==> config.mk <==
export PLATFORM = sky130hd
export DESIGN_NAME = xcvr_rst_seq
export DESIGN_NICKNAME = d
export VERILOG_FILES = /design/src/rtl/xrs_pkg.sv /design/src/rtl/xrs_sync.sv /design/src/rtl/xrs_fsm.sv /design/src/rtl/xrs_decode.sv /design/src/rtl/xcvr_rst_seq.sv
export SDC_FILE = /design/constraint.sdc
export NUM_CORES = 1
export LEC_CHECK = 0
export BUFFER_PORTS_ARGS = -buffer_cell sky130_fd_sc_hd__buf_2
export CAP_MARGIN = 20
export CORE_AREA = 2 2 39 41
export CTS_CLUSTER_DIAMETER = 60
export CTS_CLUSTER_SIZE = 25
export DETAILED_ROUTE_END_ITERATION = 12
export DIE_AREA = 0 0 41 43
export GPL_ROUTABILITY_DRIVEN = 0
export PLACE_DENSITY = 0.44
export SLEW_MARGIN = 0
export SYNTH_ARGS = -nofsm -noshare
export SYNTH_HDL_FRONTEND = slang
export SYNTH_SLANG_ARGS = --single-unit
==> constraint.sdc <==
create_clock -name clk -period 1.67 [get_ports clk]
set_clock_uncertainty 0.2 [all_clocks]
set_input_delay 0.2505 -clock clk [delete_from_list [all_inputs] [get_ports clk]]
set_output_delay 0.2505 -clock clk [all_outputs]
set_load 0.01 [all_outputs]
==> src/rtl/xrs_pkg.sv <==
package xrs_pkg;

    typedef enum logic [2:0] {
        SEQ_START    = 3'd0,
        SEQ_TX_PULSE = 3'd1,
        SEQ_TX_WAIT  = 3'd2,
        SEQ_RX_PULSE = 3'd3,
        SEQ_RX_WAIT  = 3'd4,
        SEQ_READY    = 3'd5
    } seq_state_t;

    typedef struct packed {
        logic xcvr_tx;
        logic user_tx;
        logic xcvr_rx;
        logic user_rx;
    } rst_vec_t;

    localparam int DONE_LANES = 2;
    localparam int LANE_TX    = 0;
    localparam int LANE_RX    = 1;

    function automatic rst_vec_t state_to_resets(seq_state_t st);
        rst_vec_t v;
        v.xcvr_tx = (st == SEQ_TX_PULSE);
        v.xcvr_rx = (st == SEQ_RX_PULSE);
        v.user_tx = (st == SEQ_START) || (st == SEQ_TX_PULSE) || (st == SEQ_TX_WAIT);
        v.user_rx = (st != SEQ_READY);
        return v;
    endfunction

endpackage

==> src/rtl/xrs_sync.sv <==
module xrs_sync #(
    parameter int WIDTH  = 2,
    parameter int STAGES = 2
) (
    input  logic             clk,
    input  logic             rst,
    input  logic [WIDTH-1:0] async_in,
    output logic [WIDTH-1:0] sync_out
);
    localparam int LAST = STAGES - 1;

    for (genvar b = 0; b < WIDTH; b++) begin : g_bit
        logic [STAGES-1:0] chain;
        always_ff @(posedge clk) begin
            if (rst) begin
                chain <= '0;
            end else begin
                chain <= {chain[STAGES-2:0], async_in[b]};
            end
        end
        assign sync_out[b] = chain[LAST];
    end
endmodule

==> src/rtl/xrs_fsm.sv <==
module xrs_fsm
    import xrs_pkg::*;
(
    input  logic       clk,
    input  logic       rst,
    input  logic       restart,
    input  logic       tx_done_s,
    input  logic       rx_done_s,
    output seq_state_t state
);
    seq_state_t nxt;

    always_comb begin
        nxt = state;
        unique case (state)
            SEQ_START:    nxt = SEQ_TX_PULSE;
            SEQ_TX_PULSE: nxt = SEQ_TX_WAIT;
            SEQ_TX_WAIT:  if (tx_done_s) nxt = SEQ_RX_PULSE;
            SEQ_RX_PULSE: nxt = SEQ_RX_WAIT;
            SEQ_RX_WAIT:  if (rx_done_s) nxt = SEQ_READY;
            SEQ_READY:    nxt = SEQ_READY;
            default:      nxt = SEQ_START;
        endcase
        if (restart) nxt = SEQ_START;
    end

    always_ff @(posedge clk) begin
        if (rst) begin
            state <= SEQ_START;
        end else begin
            state <= nxt;
        end
    end
endmodule

==> src/rtl/xrs_decode.sv <==
module xrs_decode
    import xrs_pkg::*;
(
    input  seq_state_t state,
    output rst_vec_t   resets
);
    always_comb resets = state_to_resets(state);
endmodule

==> src/rtl/xcvr_rst_seq.sv <==
module xcvr_rst_seq
    import xrs_pkg::*;
#(
    parameter int SYNC_STAGES = 2
) (
    input  logic clk,
    input  logic rst,
    input  logic restart,
    input  logic xcvr_tx_done,
    input  logic xcvr_rx_done,
    output logic xcvr_tx_rst,
    output logic xcvr_rx_rst,
    output logic user_tx_rst,
    output logic user_rx_rst
);
    logic [DONE_LANES-1:0] done_s;
    logic                  tx_done_s;
    logic                  rx_done_s;
    seq_state_t            state;
    rst_vec_t              resets;

    xrs_sync #(.WIDTH(DONE_LANES), .STAGES(SYNC_STAGES)) u_sync (
        .clk      (clk),
        .rst      (rst),
        .async_in ({xcvr_rx_done, xcvr_tx_done}),
        .sync_out (done_s)
    );

    assign tx_done_s = done_s[LANE_TX];
    assign rx_done_s = done_s[LANE_RX];

    xrs_fsm u_fsm (
        .clk       (clk),
        .rst       (rst),
        .restart   (restart),
        .tx_done_s (tx_done_s),
        .rx_done_s (rx_done_s),
        .state     (state)
    );

    xrs_decode u_dec (
        .state  (state),
        .resets (resets)
    );

    assign xcvr_tx_rst = resets.xcvr_tx;
    assign xcvr_rx_rst = resets.xcvr_rx;
    assign user_tx_rst = resets.user_tx;
    assign user_rx_rst = resets.user_rx;
endmodule

=== Yosys cells after proc, flatten, opt, wreduce, memory -nomap -nowiden ===
Cells that the tools add are included.

* Add/sub/neg operators: 0
* Multipliers: 0
* Divide/modulo/power cells: 0
* Magnitude comparators: 0
* Equality and inequality tests: 8
* Shifts and indexed selects: 0
* Muxes and demuxes: 3
* Bitwise logic cells: 0
* Reduce and logical (&&, ||, !) cells: 5

{| class="wikitable"
|+ Operators by type and width
! kind !! number
|-
| $pmux W3 S6 || 1
|-
| $eq A3 B2 Y1 const B || 2
|-
| $eq A3 B3 Y1 const B || 2
|-
| $mux W3 || 2
|-
| $ne A2 B2 Y1 const B || 2
|-
| $eq A3 B1 Y1 const B || 1
|-
| $logic_not A3 Y1 || 1
|-
| $ne A3 B3 Y1 const B || 1
|-
| $logic_or A1 B1 Y1 || 2
|-
| $reduce_and A2 Y1 || 1
|-
| $reduce_or A2 Y1 || 1
|}

* Register bits after elaboration: 7
* Bits in latches: 0
* Bits in writable memories: 0
* ROM bits: 0
* Bits of input ports: 5
* Memories: 0

=== Logic depth before layout (Yosys ltp) ===
Gate-level depths: netlist of run 1.

* Depth after elaboration: 3
* Depth in mapped cells: 4

=== By module ===
Synthesis of run 1 repeated with hierarchy kept, for this count alone.

* Cells, all modules: 27
* Area total of the unflattened synthesis: 296.5 um^2

{| class="wikitable"
|+ Modules (own cells, without submodules)
! module !! instances !! cells each !! area each (um^2)
|-
| xrs_fsm || 1 || 13 || 142.6
|-
| xrs_sync || 1 || 10 || 120.1
|-
| xrs_decode || 1 || 4 || 33.8
|}

=== Worst setup path after synthesis of run 1 ===
Ideal clock, no wire load.

* Path type: register -> register
* Start point: register u_fsm.state[2]
* End point: register u_fsm.state[0]
* Arrival time: 0.956 ns
* Data required time: 1.370 ns
* Slack: 0.415 ns
* Stages on the path, launching flop included: 5
* Buffers on the path: 1
* Period minus slack after synthesis: 1.255 ns
* Path through: dfxtp_1 > buf_6 > nand2b_1 > a22o_2 > a2111oi_4

* Word-level cells in the longest chain between the ends: 3
* Elaborated cells between the ends (all ways): 10
* Classes of those cells: eq/ne: 7; mux: 1; reduce/logical: 2

{| class="wikitable"
|+ Ends and longest elaborated chain
! what !! RTL line !! text
|-
| start, declared || xrs_fsm.sv:9 || <nowiki>output seq_state_t state</nowiki>
|-
| start signal, assigned || xrs_fsm.sv:31 || <nowiki>state <= nxt;</nowiki>
|-
| $eq A3 B2 Y1 / $eq A3 B3 Y1 (equally long branches) || xrs_fsm.sv:15 || <nowiki>unique case (state)</nowiki>
|-
| $ne A2 B2 Y1 (no line) || - ||
|-
| $reduce_and A2 Y1 (no line) || - ||
|}

Parallel ways exist; a longest one is shown, timed or not.
A chain may end at the register's enable or synchronous reset.

=== Worst setup path in the final report of run 1 ===
* Start point: register u_fsm.state[1]
* End point: output xcvr_rx_rst

* Word-level cells in the longest chain between the ends: 1

{| class="wikitable"
|+ Ends and longest elaborated chain
! what !! RTL line !! text
|-
| $eq A3 B2 Y1 || xrs_pkg.sv:26 || <nowiki>v.xcvr_rx = (st == SEQ_RX_PULSE);</nowiki>
|-
| end, declared || xcvr_rst_seq.sv:12 || <nowiki>output logic xcvr_rx_rst,</nowiki>
|}

No other way between the ends.

==> flow_summary.rst, run 1 <==
.. list-table::
   :header-rows: 1

   * - Metric
     - Value
   * - Number of diodes added for antenna fixing
     - 0
   * - Rows
     - 14
   * - Number of instances in the synthesized netlist
     - 26
   * - Top routing layer used
     - met4
   * - Number of buffers created by CTS
     - 3
   * - Stage delay of the slowest cell on the critical path
     - about 0.44 ns
   * - CP max FO
     - 7
   * - Height of the die
     - 43 um
   * - Max Clock Freq
     - 690 MHz
   * - Bufs on Longest Clock Path
     - 2
   * - Number of warnings reported in the yosys synthesis log
     - 0
   * - Starting density of the core
     - 21.1%
   * - Clock tree from TritonCTS
     - built
   * - Critical Path Source Type
     - flip-flop
   * - Top post-synthesis cells by area
     - sky130_fd_sc_hd__dfxtp_1 (48%), sky130_fd_sc_hd__a2111oi_4 (9.4%), sky130_fd_sc_hd__nor2b_1 (8.6%)
   * - Portion of synthesized cell area occupied by the leading cell type
     - approximately 48%
   * - Overall overflow remaining after global route
     - 0
   * - Placed wire-length estimate after detailed placement
     - 335 um
   * - Via count of the first global-routing pass
     - around 180
   * - Die width
     - 41 um
   * - Antenna Violating Nets Remaining
     - 0
   * - Core Area
     - 1380 um2
   * - Total GRT Usage
     - 7.74%
   * - Postcts setup bufs
     - 0
   * - Amount of wire on met2 after detailed routing
     - 208 um
   * - Detailed-route wire length per cell
     - 8.91 um
   * - Ordered list of cells on the worst path
     - nand2_1 -> nor2_1 -> buf_2
   * - Number of max-cap violations
     - 0
   * - Clock latency at the later pin of the worst-skew pair
     - approximately 0.25 ns
   * - IR Drop Worst-Case VDD
     - 386 uV
   * - Internal power
     - between 0.2 and 0.3 mW
   * - Clk sink count
     - 7
   * - Share of post-route cells with drive strength above 1
     - 45.9%
   * - Starting DRC count in detailed routing
     - 1
   * - Metal3 WL
     - 53 um
   * - Final-layout worst hold slack
     - 0.00651 ns
   * - Share of the clock period used by the worst path after layout
     - 86.8%
   * - Max H-tree Level
     - 1
   * - Reported net switching power
     - 0.0796 mW
   * - Portion of total power attributed to the clock network
     - between 40% and 50%
   * - Port bufs
     - 8
   * - Layout net count
     - 43
   * - Switch share
     - 22.1%
   * - Crit path kind
     - reg -> out
   * - Pwr/cell area
     - 980 nW/um2
   * - Clock root cell
     - sky130_fd_sc_hd__clkbuf_4
   * - Overall power after layout
     - 0.360 mW
   * - Hold violation count in the final report
     - 0
   * - Arrival time of data at the critical path endpoint
     - 1.00 ns
   * - Cell area after synthesis
     - 292 um2
   * - Number of pins with negative max-slew slack in the final report
     - 0
   * - Slowest stage cell, crit path
     - sky130_fd_sc_hd__dfxtp_1
   * - Routed metal-1 wire length
     - approximately 200 um
   * - Average instance area after synthesis
     - 11.2 um2
   * - Antenna violations before repair
     - 0
   * - Static leakage
     - between 0.1 and 0.15 nW
   * - Pin count of the biggest net entering global routing
     - 9
   * - Setup_tns
     - 0 ns
   * - Run status
     - complete, no violations
   * - DR vias/cell
     - 4.13
   * - Worst path required time
     - 1.22 ns
   * - Count of distinct cell types in the synthesized netlist
     - 16
   * - Detailed Routing Iterations Pass 1
     - 3
   * - Area delta synth->final
     - 26.2%
   * - Number of design rule violations left after detail routing
     - 0
   * - Clk pin slew, worst setup/hold paths
     - roughly 0.050 ns
   * - Relative slew slack
     - 81.8%
   * - Power share of the sequential group
     - 50.3%
   * - Synthesized flop and latch total
     - 7
   * - IO Pins
     - 9
   * - RSZ-0062 raised after global routing
     - no
   * - Min-delay worst type
     - in -> reg
   * - Sum of routed wire length over all layers
     - 472 um
   * - Yosys top cell by area
     - sky130_fd_sc_hd__dfxtp_1
   * - Wire length of the first global-routing pass
     - between 700 and 800 um
   * - Slew at the pin closest to its max-slew limit
     - between 0.2 and 0.3 ns
   * - Final critical delay including setup and external delays
     - approximately 1.4 ns
   * - Hold_buf cts
     - 0
   * - Register area share after synthesis
     - around half
   * - Via total after detailed routing
     - around 220
   * - Gate power share
     - 7.3%
   * - Number of setup violations in the final report
     - 0
   * - Total die area
     - 1760 um2
   * - Critical Path End Type
     - primary output
   * - Finished Core Util
     - 26.6%
   * - Syn nets
     - 31
metrics by stage:
| step | instances | instance area [um2] | setup slack [ns] |
|---|---|---|---|
| 4_1_cts | 53 | 367 | 0.107 |
| 5_1_grt | 53 | 368 | 0.112 |
| 3_3_place_gp | 49 | 340 | 0.410 |
| 3_5_place_dp | 49 | 340 | 0.367 |
| 6_report | 53 | 368 | 0.221 |
| 2_1_floorplan | 26 | 292 | 0.415 |
worst max-delay path: cells and delay by family (launching register included):
family / cells / cell delay [ns]
flip-flops: 1 / 0.44
AND/OR/NAND/NOR: 2 / 0.17
buffers and inverters: 1 / 0.13
final cells by class:
type / count / area (um2)
Fill cell: 151 / 1020
Timing Repair Buffer: 8 / 40.0
Inverter: 1 / 3.75
Clock buffer: 4 / 26.3
Sequential cell: 7 / 141
Multi-Input combinational cell: 17 / 136
Tap cell: 16 / 20.0
cell families (layout without fill, tap and decap cells):
family,Yosys count,after routing,share of synthesized area [%]
AO/OA/AOI/OAI,3,3,14.6
XOR/XNOR,1,1,3.00
buffers and inverters,2,13,5.15
flip-flops,7,7,48.1
multiplexers,1,1,3.86
AND/OR/NAND/NOR,12,12,25.3
power by group through the flow:
stage	clock, mW	combinational [mW]	sequential, mW
finish	0.153	0.0263	0.181
global route	0.178	0.0294	0.182
CTS	0.161	0.0271	0.181
detailed placement	0	0.0269	0.184
global placement	0	0.0263	0.184
floorplan	0	0.0155	0.183
placed cells by master (no fill, tap or decap), drive strengths merged:
| master | count |
|---|---|
| nand3b | 1 |
| buf | 8 |
| nor4 | 1 |
| nand2 | 1 |
| xnor2 | 1 |
| a21oi | 1 |
| nor3b | 1 |
| clkbuf | 4 |
| mux2 | 1 |
| nor2 | 2 |
| a22o | 1 |
| nor2b | 4 |
| nand2b | 1 |
| nor3 | 1 |
| inv | 1 |
| dfxtp | 7 |
| a2111oi | 1 |
Yosys cell counts:
cell,instances
sky130_fd_sc_hd__dfxtp_1,7
sky130_fd_sc_hd__nor2b_1,4
sky130_fd_sc_hd__nor2_1,2
sky130_fd_sc_hd__a2111oi_4,1
sky130_fd_sc_hd__a21oi_1,1
sky130_fd_sc_hd__a22o_2,1
sky130_fd_sc_hd__buf_6,1
sky130_fd_sc_hd__inv_2,1
sky130_fd_sc_hd__mux2_2,1
sky130_fd_sc_hd__nand2_1,1
sky130_fd_sc_hd__nand2b_1,1
sky130_fd_sc_hd__nand3b_1,1
sky130_fd_sc_hd__nor3_2,1
sky130_fd_sc_hd__nor3b_1,1
sky130_fd_sc_hd__nor4_1,1
sky130_fd_sc_hd__xnor2_1,1
metal layers:
| metal | up-vias | track usage [%] |
|---|---|---|
| met5 | - | 0 |
| met4 | 0 | 10.0 |
| met3 | 2 | 4.71 |
| met2 | 10 | 8.75 |
| met1 | 94 | 8.06 |
| li1 | 113 | - |
final timing paths:
path,cells past startpoint,to,slack (ns),startpoint
hold / removal,2,u_sync.g_bit[1].chain[0],0.007,xcvr_rx_done
hold reg to reg,1,u_sync.g_bit[1].chain[1],0.24,u_sync.g_bit[1].chain[0]
setup reg to reg,3,u_fsm.state[0],0.37,u_fsm.state[2]
setup / recovery,3,xcvr_rx_rst,0.22,u_fsm.state[1]
what timing repair did:
| action | 4_1_cts | 5_1_grt |
|---|---|---|
| hold endpoints to repair | 0 | 0 |
| endpoints found under the setup margin | 0 | 1 |
| gates resized for setup | 0 | 1 |
sequential cells by signal, indices dropped and copies added, names as in the netlist:
name / flops
u_sync.g_bit.chain: 4
u_fsm.state: 3
Power figures use the tool's default switching activity.
==> run 2, diff against run 1 <==
--- a/config.mk
+++ b/config.mk
@@ -5,6 +5,7 @@
 export SDC_FILE = /design/constraint.sdc
 export NUM_CORES = 1
 export LEC_CHECK = 0
+export ABC_AREA = 1
 export BUFFER_PORTS_ARGS = -buffer_cell sky130_fd_sc_hd__buf_2
 export CAP_MARGIN = 20
 export CORE_AREA = 2 2 39 41
@@ -13,7 +14,7 @@
 export DETAILED_ROUTE_END_ITERATION = 12
 export DIE_AREA = 0 0 41 43
 export GPL_ROUTABILITY_DRIVEN = 0
-export PLACE_DENSITY = 0.44
+export PLACE_DENSITY = 0.43
 export SLEW_MARGIN = 0
 export SYNTH_ARGS = -nofsm -noshare
 export SYNTH_HDL_FRONTEND = slang
==> constraint.sdc (replaced) <==
create_clock -name clk -period 1.67 [get_ports clk]
set_clock_uncertainty 0.2 [all_clocks]
set_input_delay 0.167 -clock clk [delete_from_list [all_inputs] [get_ports clk]]
set_output_delay 0.167 -clock clk [all_outputs]
set_load 0.01 [all_outputs]
==> flow_summary.rst, run 2 <==
.. list-table::
   :header-rows: 1

   * - Metric
     - Value
   * - Run status
     - complete, no violations
   * - Count of distinct cell types in the synthesized netlist
     - 9 (-7)
   * - Total die area
     - 1760 um2 (unchanged)
   * - Non-filler instance count after layout
     - 75 (+42%)
   * - DR vias/cell
     - 3.87 (-6.4%)
   * - Ordered list of cells on the worst path
     - dlygate4sd3_1 -> buf_2 -> nor2_1 -> dlygate4sd3_1
   * - Worst path required time
     - 1.60 ns (+0.38 ns)
   * - Area delta synth->final
     - 51.8%
   * - Clk pin slew, worst setup/hold paths
     - 0.05 ns (about the same)
   * - Min-delay worst type
     - reg -> reg
   * - Cell area after synthesis
     - 283 um2 (-3.0%)
   * - Number of enable flip-flop cells after synthesis
     - 0 (unchanged)
   * - Detailed-route wire length per cell
     - 7.07 um (-21%)
   * - IO Pins
     - 9 (unchanged)
   * - Bufs on Longest Clock Path
     - 2 (unchanged)
   * - Rows
     - 14 (unchanged)
   * - Number of pins with negative max-slew slack in the final report
     - 0 (unchanged)
   * - End point of the worst hold path
     - u_sync.g_bit[0].chain[1]
   * - Number of buffers created by CTS
     - 3 (unchanged)
   * - Registers with the highest flip-flop counts
     - u_sync.g_bit.chain (4), u_fsm.state (3)
   * - Height of the die
     - 43 um (unchanged)
   * - Number of diodes added for antenna fixing
     - 0 (unchanged)
   * - Register area share after synthesis
     - 49.6% (+1.5 points)
   * - CP max FO
     - 5 (-2)
   * - Count of cells along the worst hold path
     - 2 (unchanged)
   * - Slowest stage cell, crit path
     - sky130_fd_sc_hd__dlygate4sd3_1
   * - Crit path kind
     - in -> reg
   * - Overall power after layout
     - 0.368 mW (+2.0%)
   * - Max Clock Freq
     - 669 MHz (-3.1%)
   * - Average instance area after synthesis
     - 6.90 um2 (-38%)
   * - Number of design rule violations left after detail routing
     - 0 (unchanged)
   * - Number of setup violations in the final report
     - 0 (unchanged)
   * - Final critical delay including setup and external delays
     - 1.50 ns (+0.0459 ns)
   * - Reg2Reg Depth
     - 5 (+2)
   * - Critical hold path startpoint
     - u_sync.g_bit[0].chain[0]
   * - Buffers plus inverters on the worst setup path
     - 3 (+2)
   * - Number of instances in the synthesized netlist
     - 41 (+58%)
   * - Syn nets
     - 46 (+48%)
   * - Critical Path Source Type
     - input port
   * - Stage delay of the slowest cell on the critical path
     - 0.54 ns (+0.10 ns)
   * - Portion of synthesized cell area occupied by the leading cell type
     - 49.6% (+1.5 points)
   * - Top post-synthesis cells by area
     - sky130_fd_sc_hd__dfxtp_1 (50%), sky130_fd_sc_hd__inv_1 (12%), sky130_fd_sc_hd__nand2_1 (12%)
   * - Relative slew slack
     - 86.5% (+4.6 points)
   * - Reg-to-reg setup timing slack
     - 0.66 ns (+0.29 ns)
   * - Clk sink count
     - 7 (unchanged)
   * - IR Drop Worst-Case VDD
     - 273 uV (-29%)
   * - Worst reg2reg startpoint
     - u_fsm.state[2]
   * - DP Cell Count
     - 65 (+33%)
   * - Share of post-route cells with drive strength above 1
     - 25.4% (-21 points)
   * - Sum of routed wire length over all layers
     - 530 um (+12%)
   * - Die width
     - 41 um (unchanged)
   * - Number of warnings reported in the yosys synthesis log
     - 0 (unchanged)
   * - Arrival time of data at the critical path endpoint
     - 1.43 ns (+0.43 ns)
   * - RSZ-0062 raised after global routing
     - no
   * - Register ranked first by flip-flop count
     - u_sync.g_bit.chain
   * - Clock latency at the later pin of the worst-skew pair
     - 0.25 ns (about the same)
   * - Wire length of the first global-routing pass
     - 890 um (+13%)
   * - Detailed Routing Iterations Pass 1
     - 3 (unchanged)
   * - Max H-tree Level
     - 1 (unchanged)
   * - Clock tree from TritonCTS
     - built
   * - Core Area
     - 1380 um2 (unchanged)
   * - Share of the clock period used by the worst path after layout
     - 89.5% (+2.7 points)
   * - Critical Path End Type
     - flip-flop
   * - Commonest non-fill, non-tap cells in the layout
     - sky130_fd_sc_hd__inv_1 (9), sky130_fd_sc_hd__nand2_1 (9), sky130_fd_sc_hd__nor2_1 (8), sky130_fd_sc_hd__buf_2 (8), sky130_fd_sc_hd__dfxtp_1 (7)
   * - Clock root cell
     - sky130_fd_sc_hd__clkbuf_4
   * - Share of synthesized registers carrying an async set or reset
     - 0% (unchanged)
   * - Via total after detailed routing
     - 290 (+32%)
   * - Number of flip-flops under the largest register name
     - 4 (unchanged)
   * - Area of all placed cells without fillers
     - 429 um2 (+17%)
   * - Pwr/cell area
     - 857 nW/um2 (-13%)
   * - Antenna violations before repair
     - 0 (unchanged)
   * - Setup_tns
     - 0 ns (unchanged)
   * - Static leakage
     - 0.218 nW (+60%)
   * - Layout net count
     - 65 (+51%)
   * - Slew at the pin closest to its max-slew limit
     - 0.203 ns (-0.0696 ns)
   * - Endpoint of the worst register-to-register path
     - u_fsm.state[0]
   * - Antenna Violating Nets Remaining
     - 0 (unchanged)
   * - Yosys top cell by area
     - sky130_fd_sc_hd__dfxtp_1
   * - Family of cells with the greatest summed delay on the critical path
     - buffers and inverters
   * - Via count of the first global-routing pass
     - 237 (+32%)
   * - Port bufs
     - 8 (unchanged)
   * - Overall overflow remaining after global route
     - 0 (unchanged)
   * - Hold violation count in the final report
     - 0 (unchanged)
   * - Starting DRC count in detailed routing
     - 8 (+7)
   * - Placed wire-length estimate after detailed placement
     - 362 um (+8.1%)
   * - Pin count of the biggest net entering global routing
     - 8 (-1)
   * - Most numerous cell on the critical path
     - sky130_fd_sc_hd__dlygate4sd3_1
   * - Top post-synthesis cells by count
     - sky130_fd_sc_hd__inv_1 (9), sky130_fd_sc_hd__nand2_1 (9), sky130_fd_sc_hd__nor2_1 (8), sky130_fd_sc_hd__dfxtp_1 (7)
   * - Most used flip-flop cell after synthesis
     - sky130_fd_sc_hd__dfxtp_1
   * - Instance area at placement
     - 343 um2 (+0.74%)
   * - Synthesized flop and latch total
     - 7 (unchanged)
   * - Number of max-cap violations
     - 0 (unchanged)
   * - Starting density of the core
     - 20.4% (-0.63 points)
   * - Total GRT Usage
     - 8.24% (+0.50 points)
   * - Number of resized instances in the post-cts repair step
     - 0 (unchanged)
-- run 2: cell count changes in the layout (fill, tap and decap cells not counted), sizes merged, moves of 4 or more --
cell | before | now
nor2b | 4 | 0
dlygate4sd3 | 0 | 6
inv | 1 | 10
nor2 | 2 | 10
nand2 | 1 | 9
-- run 2: repair_timing --
| action | 4_1_cts | 5_1_grt |
|---|---|---|
| endpoints found under the hold margin | 6 | 0 |
| buffers inserted | 0 | 0 |
| endpoints found under the setup margin | 0 | 0 |
| hold buffers | 6 | 0 |
-- run 2: layout make-up --
class / instances / area, um2
clock buffer: 4 / 26.3
fill: 152 / 955
inverter: 10 / 37.5
multi-input combinational: 24 / 105
sequential: 7 / 140
tap: 16 / 20.0
timing repair buffer: 14 / 100
-- run 2: kinds of logic after synthesis --
| group | after synthesis | synth area share, % |
|---|---|---|
| compound gates | 3 | 6.64 |
| buf+inv | 10 | 13.3 |
| flops | 7 | 49.6 |
| simple gates | 21 | 30.5 |
-- run 2: how the worst max path moves through the flow --
stage                         from                        to  depth (start not counted)
floorplan           u_fsm.state[2]               xcvr_tx_rst                          3
global placement    u_fsm.state[2]               xcvr_tx_rst                          4
detailed placement  u_fsm.state[2]               xcvr_tx_rst                          4
CTS                            rst  u_sync.g_bit[0].chain[0]                          4
global route                   rst  u_sync.g_bit[0].chain[0]                          4
finish                         rst  u_sync.g_bit[0].chain[0]                          4
-- run 2: worst register-to-register path, delay by kind of cell (launching register included) --
| kind | cells | cell delay, ns |
|---|---|---|
| simple gates | 4 | 0.25 |
| flops | 1 | 0.36 |
| buf+inv | 1 | 0.10 |
-- run 2: metrics by stage --
stage | utilization [%] | hold WS, ns | setup WS [ns]
floorplan | - | 0.0382 | 0.677
global placement | 24.8 | 0.167 | 0.545
detailed placement | 24.8 | 0.173 | 0.547
CTS | 31.0 | 0.205 | 0.188
global route | 31.0 | 0.219 | 0.124
finish | 31.0 | 0.200 | 0.175
-- run 2: layer usage --
layer / global-route usage, % / vias up / part of all wire (%)
met3: 3.14 / 5 / 5.7
met1: 9.03 / 118 / 48
met5: 0 / - / 0
li1: - / 156 / -
met4: 10.0 / 0 / 6.0
met2: 10.3 / 11 / 40
-- run 2: power by group --
part	internal, mW	total (mW)	switching [mW]
registers	0.174	0.179	0.00495
clock network	0.0911	0.152	0.0607
logic	0.0206	0.0366	0.0160
